<file path="config.mk">
export PLATFORM = sky130hd
export DESIGN_NAME = split_mult16
export DESIGN_NICKNAME = d
export VERILOG_FILES = /design/src/rtl/smul_pkg.sv /design/src/rtl/smul_opreg.sv /design/src/rtl/smul_pipe.sv /design/src/rtl/smul_ppmul.sv /design/src/rtl/split_mult16.sv
export SDC_FILE = /design/constraint.sdc
export NUM_CORES = 1
export LEC_CHECK = 0
export BUFFER_PORTS_ARGS = -buffer_cell sky130_fd_sc_hd__buf_4
export CAP_MARGIN = 10
export CELL_PAD_IN_SITES_DETAIL_PLACEMENT = 0
export CELL_PAD_IN_SITES_GLOBAL_PLACEMENT = 1
export CORE_ASPECT_RATIO = 0.6
export CORE_MARGIN = 2
export CORE_UTILIZATION = 43
export DETAILED_ROUTE_END_ITERATION = 8
export PLACE_DENSITY_LB_ADDON = 0.1
export SYNTH_ARGS = -nofsm -noshare
export SYNTH_HDL_FRONTEND = slang
export SYNTH_SLANG_ARGS = --single-unit
</file>
<file path="constraint.sdc">
create_clock -name vclk -period 7.3
set_input_delay 0.73 -clock vclk [all_inputs]
set_output_delay 0.73 -clock vclk [all_outputs]
set_load 0.005 [all_outputs]
</file>
<file path="src/rtl/smul_pkg.sv">
package smul_pkg;
  parameter int unsigned SMUL_HALF = 8;
  localparam int unsigned SMUL_OP_W   = 2 * SMUL_HALF;
  localparam int unsigned SMUL_PP_W   = 2 * (SMUL_HALF + 1);
  localparam int unsigned SMUL_PROD_W = 2 * SMUL_OP_W;
  localparam int unsigned SMUL_ACC_W  = SMUL_PROD_W + 2;

  typedef logic [SMUL_HALF-1:0] half_t;
  typedef logic signed [SMUL_PP_W-1:0] pp_t;

  typedef struct packed {
    pp_t hh;
    pp_t hl;
    pp_t lh;
    pp_t ll;
  } pp_set_t;

  // byte product; xs/ys mark a byte whose top bit is a sign
  function automatic pp_t half_mul(half_t x, half_t y, logic xs, logic ys);
    pp_t xe;
    pp_t ye;
    xe = {{(SMUL_PP_W - SMUL_HALF){xs & x[SMUL_HALF-1]}}, x};
    ye = {{(SMUL_PP_W - SMUL_HALF){ys & y[SMUL_HALF-1]}}, y};
    return xe * ye;
  endfunction

  function automatic logic signed [SMUL_ACC_W-1:0] widen_pp(pp_t p);
    return {{(SMUL_ACC_W - SMUL_PP_W){p[SMUL_PP_W-1]}}, p};
  endfunction

  // weight the four byte products by their byte positions and sum
  function automatic logic [SMUL_PROD_W-1:0] merge_pp(pp_set_t s);
    logic signed [SMUL_ACC_W-1:0] acc;
    acc = (widen_pp(s.hh) <<< SMUL_OP_W)
        + ((widen_pp(s.hl) + widen_pp(s.lh)) <<< SMUL_HALF)
        + widen_pp(s.ll);
    return acc[SMUL_PROD_W-1:0];
  endfunction
endpackage

</file>
<file path="src/rtl/smul_opreg.sv">
module smul_opreg #(
  parameter int unsigned W  = 16,
  parameter bit          EN = 1'b0
) (
  input  logic         clk,
  input  logic         ce,
  input  logic         rst,
  input  logic         hold,
  input  logic [W-1:0] d,
  output logic [W-1:0] q
);
  generate
    if (EN) begin : g_reg
      logic [W-1:0] q_r;
      logic         load_ev;
      logic         clear_ev;
      assign load_ev  = ce & ~rst & ~hold;
      assign clear_ev = ce & rst;

      always_ff @(posedge clk) begin
        if (clear_ev)     q_r <= '0;
        else if (load_ev) q_r <= d;
      end
      assign q = q_r;

      // hold keeps the operand
      assert_hold_keeps_R3: assert property (@(posedge clk) disable iff (rst)
        (ce && hold) |=> $stable(q));
      // reset wins over hold
      assert_reset_wins_R4: assert property (@(posedge clk) disable iff (!ce)
        (rst && hold) |=> (q == '0));
    end else begin : g_wire
      assign q = d;
    end
  endgenerate
endmodule

</file>
<file path="src/rtl/smul_pipe.sv">
module smul_pipe #(
  parameter int unsigned W  = 16,
  parameter bit          EN = 1'b0
) (
  input  logic         clk,
  input  logic         ce,
  input  logic         rst,
  input  logic [W-1:0] d,
  output logic [W-1:0] q
);
  generate
    if (EN) begin : g_reg
      logic [W-1:0] q_r;
      always_ff @(posedge clk) begin
        if (ce) begin
          if (rst) q_r <= '0;
          else     q_r <= d;
        end
      end
      assign q = q_r;

      // a low enable freezes the stage even under reset
      assert_ce_freeze_R7: assert property (@(posedge clk) disable iff (ce)
        1'b1 |=> $stable(q));
      // enabled reset clears the stage
      assert_stage_clear_R4: assert property (@(posedge clk) disable iff (!ce)
        rst |=> (q == '0));
    end else begin : g_wire
      assign q = d;
    end
  endgenerate
endmodule

</file>
<file path="src/rtl/smul_ppmul.sv">
module smul_ppmul
  import smul_pkg::*;
#(
  parameter bit A_S     = 1'b0,
  parameter bit B_S     = 1'b0,
  parameter bit FULL_EN = 1'b1
) (
  input  logic [SMUL_OP_W-1:0] a,
  input  logic [SMUL_OP_W-1:0] b,
  output pp_set_t              pp_o
);
  half_t a_hi, a_lo, b_hi, b_lo;
  assign a_hi = a[SMUL_OP_W-1:SMUL_HALF];
  assign a_lo = a[SMUL_HALF-1:0];
  assign b_hi = b[SMUL_OP_W-1:SMUL_HALF];
  assign b_lo = b[SMUL_HALF-1:0];

  assign pp_o.hh = half_mul(a_hi, b_hi, A_S, B_S);
  assign pp_o.ll = half_mul(a_lo, b_lo, 1'b0, 1'b0);

  generate
    if (FULL_EN) begin : g_cross
      assign pp_o.hl = half_mul(a_hi, b_lo, A_S, 1'b0);
      assign pp_o.lh = half_mul(a_lo, b_hi, 1'b0, B_S);
    end else begin : g_idle
      assign pp_o.hl = '0;
      assign pp_o.lh = '0;
    end
  endgenerate
endmodule

</file>
<file path="src/rtl/split_mult16.sv">
module split_mult16
  import smul_pkg::*;
#(
  parameter bit A_SIGNED  = 1'b0,
  parameter bit B_SIGNED  = 1'b0,
  parameter bit A_REG     = 1'b0,
  parameter bit B_REG     = 1'b0,
  parameter bit HI_REG    = 1'b0,
  parameter bit LO_REG    = 1'b0,
  parameter bit MID_REG   = 1'b0,
  parameter bit OUT_REG   = 1'b0,
  parameter bit LOW_POWER = 1'b0
) (
  input  logic        clk,
  input  logic        ce,
  input  logic        rst_hi,
  input  logic        rst_lo,
  input  logic        hold_a,
  input  logic        hold_b,
  input  logic [15:0] a_i,
  input  logic [15:0] b_i,
  output logic [15:0] hi_prod_o,
  output logic [15:0] lo_prod_o,
  output logic [31:0] prod_o
);
  localparam int unsigned HALF_PROD_W = 2 * SMUL_HALF;
  localparam int unsigned SET_W       = $bits(pp_set_t);

  logic [SMUL_OP_W-1:0] a_q, b_q;
  pp_set_t              pp_now;
  logic [HALF_PROD_W-1:0] hi_now, lo_now;

  smul_opreg #(.W(SMUL_OP_W), .EN(A_REG)) u_areg (
    .clk(clk), .ce(ce), .rst(rst_hi), .hold(hold_a), .d(a_i), .q(a_q));
  smul_opreg #(.W(SMUL_OP_W), .EN(B_REG)) u_breg (
    .clk(clk), .ce(ce), .rst(rst_lo), .hold(hold_b), .d(b_i), .q(b_q));

  smul_ppmul #(.A_S(A_SIGNED), .B_S(B_SIGNED), .FULL_EN(!LOW_POWER)) u_pp (
    .a(a_q), .b(b_q), .pp_o(pp_now));

  assign hi_now = pp_now.hh[HALF_PROD_W-1:0];
  assign lo_now = pp_now.ll[HALF_PROD_W-1:0];

  smul_pipe #(.W(HALF_PROD_W), .EN(HI_REG)) u_hi (
    .clk(clk), .ce(ce), .rst(rst_hi), .d(hi_now), .q(hi_prod_o));
  smul_pipe #(.W(HALF_PROD_W), .EN(LO_REG)) u_lo (
    .clk(clk), .ce(ce), .rst(rst_lo), .d(lo_now), .q(lo_prod_o));

  generate
    if (!LOW_POWER) begin : g_full
      logic [SET_W-1:0]       mid_q;
      pp_set_t                pp_mid;
      logic [SMUL_PROD_W-1:0] full_now;

      smul_pipe #(.W(SET_W), .EN(MID_REG)) u_mid (
        .clk(clk), .ce(ce), .rst(rst_lo), .d(pp_now), .q(mid_q));
      assign pp_mid   = pp_set_t'(mid_q);
      assign full_now = merge_pp(pp_mid);

      smul_pipe #(.W(SMUL_PROD_W), .EN(OUT_REG)) u_out (
        .clk(clk), .ce(ce), .rst(rst_lo), .d(full_now), .q(prod_o));

      if (!A_REG && !B_REG && !MID_REG && !OUT_REG && !LO_REG) begin : g_chk
        // low byte of the full product matches the low-byte product
        always_comb begin
          assert_lowbyte_match_R1: assert (prod_o[7:0] == lo_prod_o[7:0])
            else $error("low byte mismatch");
        end
      end
    end else begin : g_lp
      assign prod_o = '0;
    end
  endgenerate
endmodule

</file>
==> impl_metrics.yaml <==
status:
  status: "complete, but fails checks"
  violations: "negative setup slack"
finish:
  num-clock-buffers: 0
  fillers: 2067
  num_antenna_cells: 0
  fin_nets: 1729
  utilization_pct: 57.2
  instances_no_fill: 1651
  synthToLayoutAreaGrowth_pct: 31.5
  seq_cell_count: 0
  multiInputGateArea_mm2: 0.00893
  drive_above_1_share_pct: 28.2
  register_area_um2: 0
logic_synthesis:
  yosys.area.top_type: "fa_1"
  netlist.area_leader.share_pct: 35.7
  seq_area_frac_synth_pct: 0
  synth_common_cells: "inv_1 (263), fa_1 (170), and2_1 (158)"
  post_synth_num_cell_types: 47
  synthesis.nets: 1496
  synth_cells: 1134
  syn_avg_cell_area_um2: 8.40
  ys_warn_count: 0
  synth_area_leaders: "fa_1 (36%), ha_1 (20%), and2_1 (10%), inv_1 (10%), nand2_1 (4.5%)"
  synth.most_common_cell: "inv_1"
  syn-cell-area_mm2: 0.00953
timing:
  finalSetupViolations: 13
  finalCritPeriodShare_pct: 108
  rsz0062_at_grt: "true"
  tightest_slew_ns: 0.556
  min_period_ns: 7.91
  setup_ws_ns: -0.607
  fmax_mhz: 126
  finalSetupTns_ns: -5.60
  drv_slew: 0
  hold_viol_final: 0
  whs_ns: 1.86
  relSlewSlack_pct: 62.7
drt:
  totalWireLength_mm: 26.6
  vias_per_cell: 4.78
  route.detailed.drc: 0
  avgRoutedWirePerCell_um: 16.1
  num_vias: 7896
  drt_iter0_drc: 384
  drtPass1Iterations: 5
  antenna_left: 0
floorplanning:
  start_util_pct: 43.5
  coreArea_mm2: 0.0219
  die_w_um: 196
  dieArea_mm2: 0.0234
  ioPinCount: 102
  rows: 42
  dieHeight_um: 119
place:
  dp_cells: 1630
  hpwl_mm: 23.2
  io_buffers: 96
  place.gp.congestion: 0.859
critical_path:
  end_kind: "primary output"
  worstPathRequired_ns: 6.57
  worstPathMaxFanout: 3
  cp.arrival_ns: 7.18
  startpoint_type: "input port"
  worstSetupPathType: "in2out"
global_routing:
  track_usage_pct: 23.9
  grt_antenna_before_repair: 0
  overflow: 0
  grt_max_degree: 15
  grt_pass1_vias: 8135
  grt_pass1_wl_mm: 44.2
cts:
  ctsHoldBuffers: 0
flow_run:
  maxCapViolations: 0
hold_path:
  hold_class: "in2out"
==> placed cells by master (no fill, tap or decap), types with 3 or more instances in the layout <==
cell | netlist | layout
a21oi_2 | 1 | 9
buf_12 | 0 | 3
fa_1 | 170 | 162
ha_4 | 0 | 12
buf_4 | 8 | 223
fa_2 | 0 | 8
o211ai_1 | 4 | 4
nor2b_1 | 11 | 10
a21o_1 | 10 | 10
nand2_2 | 0 | 3
inv_1 | 263 | 249
nor2_1 | 20 | 15
nor2_2 | 1 | 4
and2_4 | 0 | 9
o21a_1 | 13 | 12
nand2_1 | 113 | 108
a21oi_1 | 32 | 22
ha_1 | 154 | 140
inv_2 | 0 | 14
o21ai_2 | 1 | 8
nor3_1 | 5 | 3
o21ai_1 | 9 | 7
nand2b_1 | 6 | 6
buf_8 | 0 | 5
and2_1 | 158 | 149
xnor2_1 | 43 | 34
a211oi_2 | 0 | 3
nand3_1 | 11 | 9
o21ai_0 | 16 | 11
xnor2_2 | 0 | 9
buf_6 | 0 | 40
xor2_1 | 13 | 12
==> through the flow <==
step                setup WS, ns  area [um2]
floorplan               0.000998        9740
global placement          -0.968       11700
detailed placement        -0.943       11700
CTS                       -0.591       11900
global route              -0.943       12500
finish                    -0.607       12500
==> worst max-delay path, cell delays in order <==
cell,delay [ns]
buf_6,0.10
and2_4,0.15
fa_1,0.55
inv_2,0.04
fa_1,0.57
inv_2,0.04
fa_2,0.56
fa_2,0.46
fa_1,0.51
inv_1,0.05
fa_1,0.50
inv_2,0.05
ha_4,0.21
a21oi_2,0.12
o21ai_2,0.09
a2111oi_4,0.40
buf_4,0.18
nor2_4,0.04
a311oi_2,0.23
xnor2_1,0.17
ha_2,0.32
a21o_1,0.19
a211oi_2,0.27
a211oi_4,0.10
buf_6,0.15
buf_6,0.11
xnor2_2,0.11
buf_4,0.15
==> routing by layer <==
metal	global-route usage [%]	share of wire (%)	vias up
met5	0	0	-
met4	0.426	0.090	0
met3	3.26	6.2	4
met2	32.2	37	180
met1	41.2	57	3800
li1	-	-	3912
==> final cells by class <==
cell class	instances	share of cell area, %
Multi-Input combinational cell	831	71.2
Timing Repair Buffer	271	18.0
Inverter	263	7.88
Tap cell	286	2.86
==> worst paths after layout <==
path              startpoint          to  slack, ns  depth (start not counted)
setup / recovery      a_i[5]  prod_o[26]      -0.61                         28
hold / removal        b_i[0]   prod_o[0]       1.86                          3
==> cell families after synthesis <==
logic type	Yosys count	synth area share, %
compound gates	115	8.21
xor+xnor	56	5.15
simple gates	336	18.5
fa+ha+maj	324	55.9
buf+inv	303	12.3
==> timing repair <==
item,in CTS,in global routing
setup endpoints to repair,13,16
cloned,0,0
gates resized for setup,46,111
pin swaps,51,71
buffers inserted,6,16
Power is left out: the tool's default activity adds up to more than one toggle a clock period on the data nets, which glitch-free logic cannot reach.
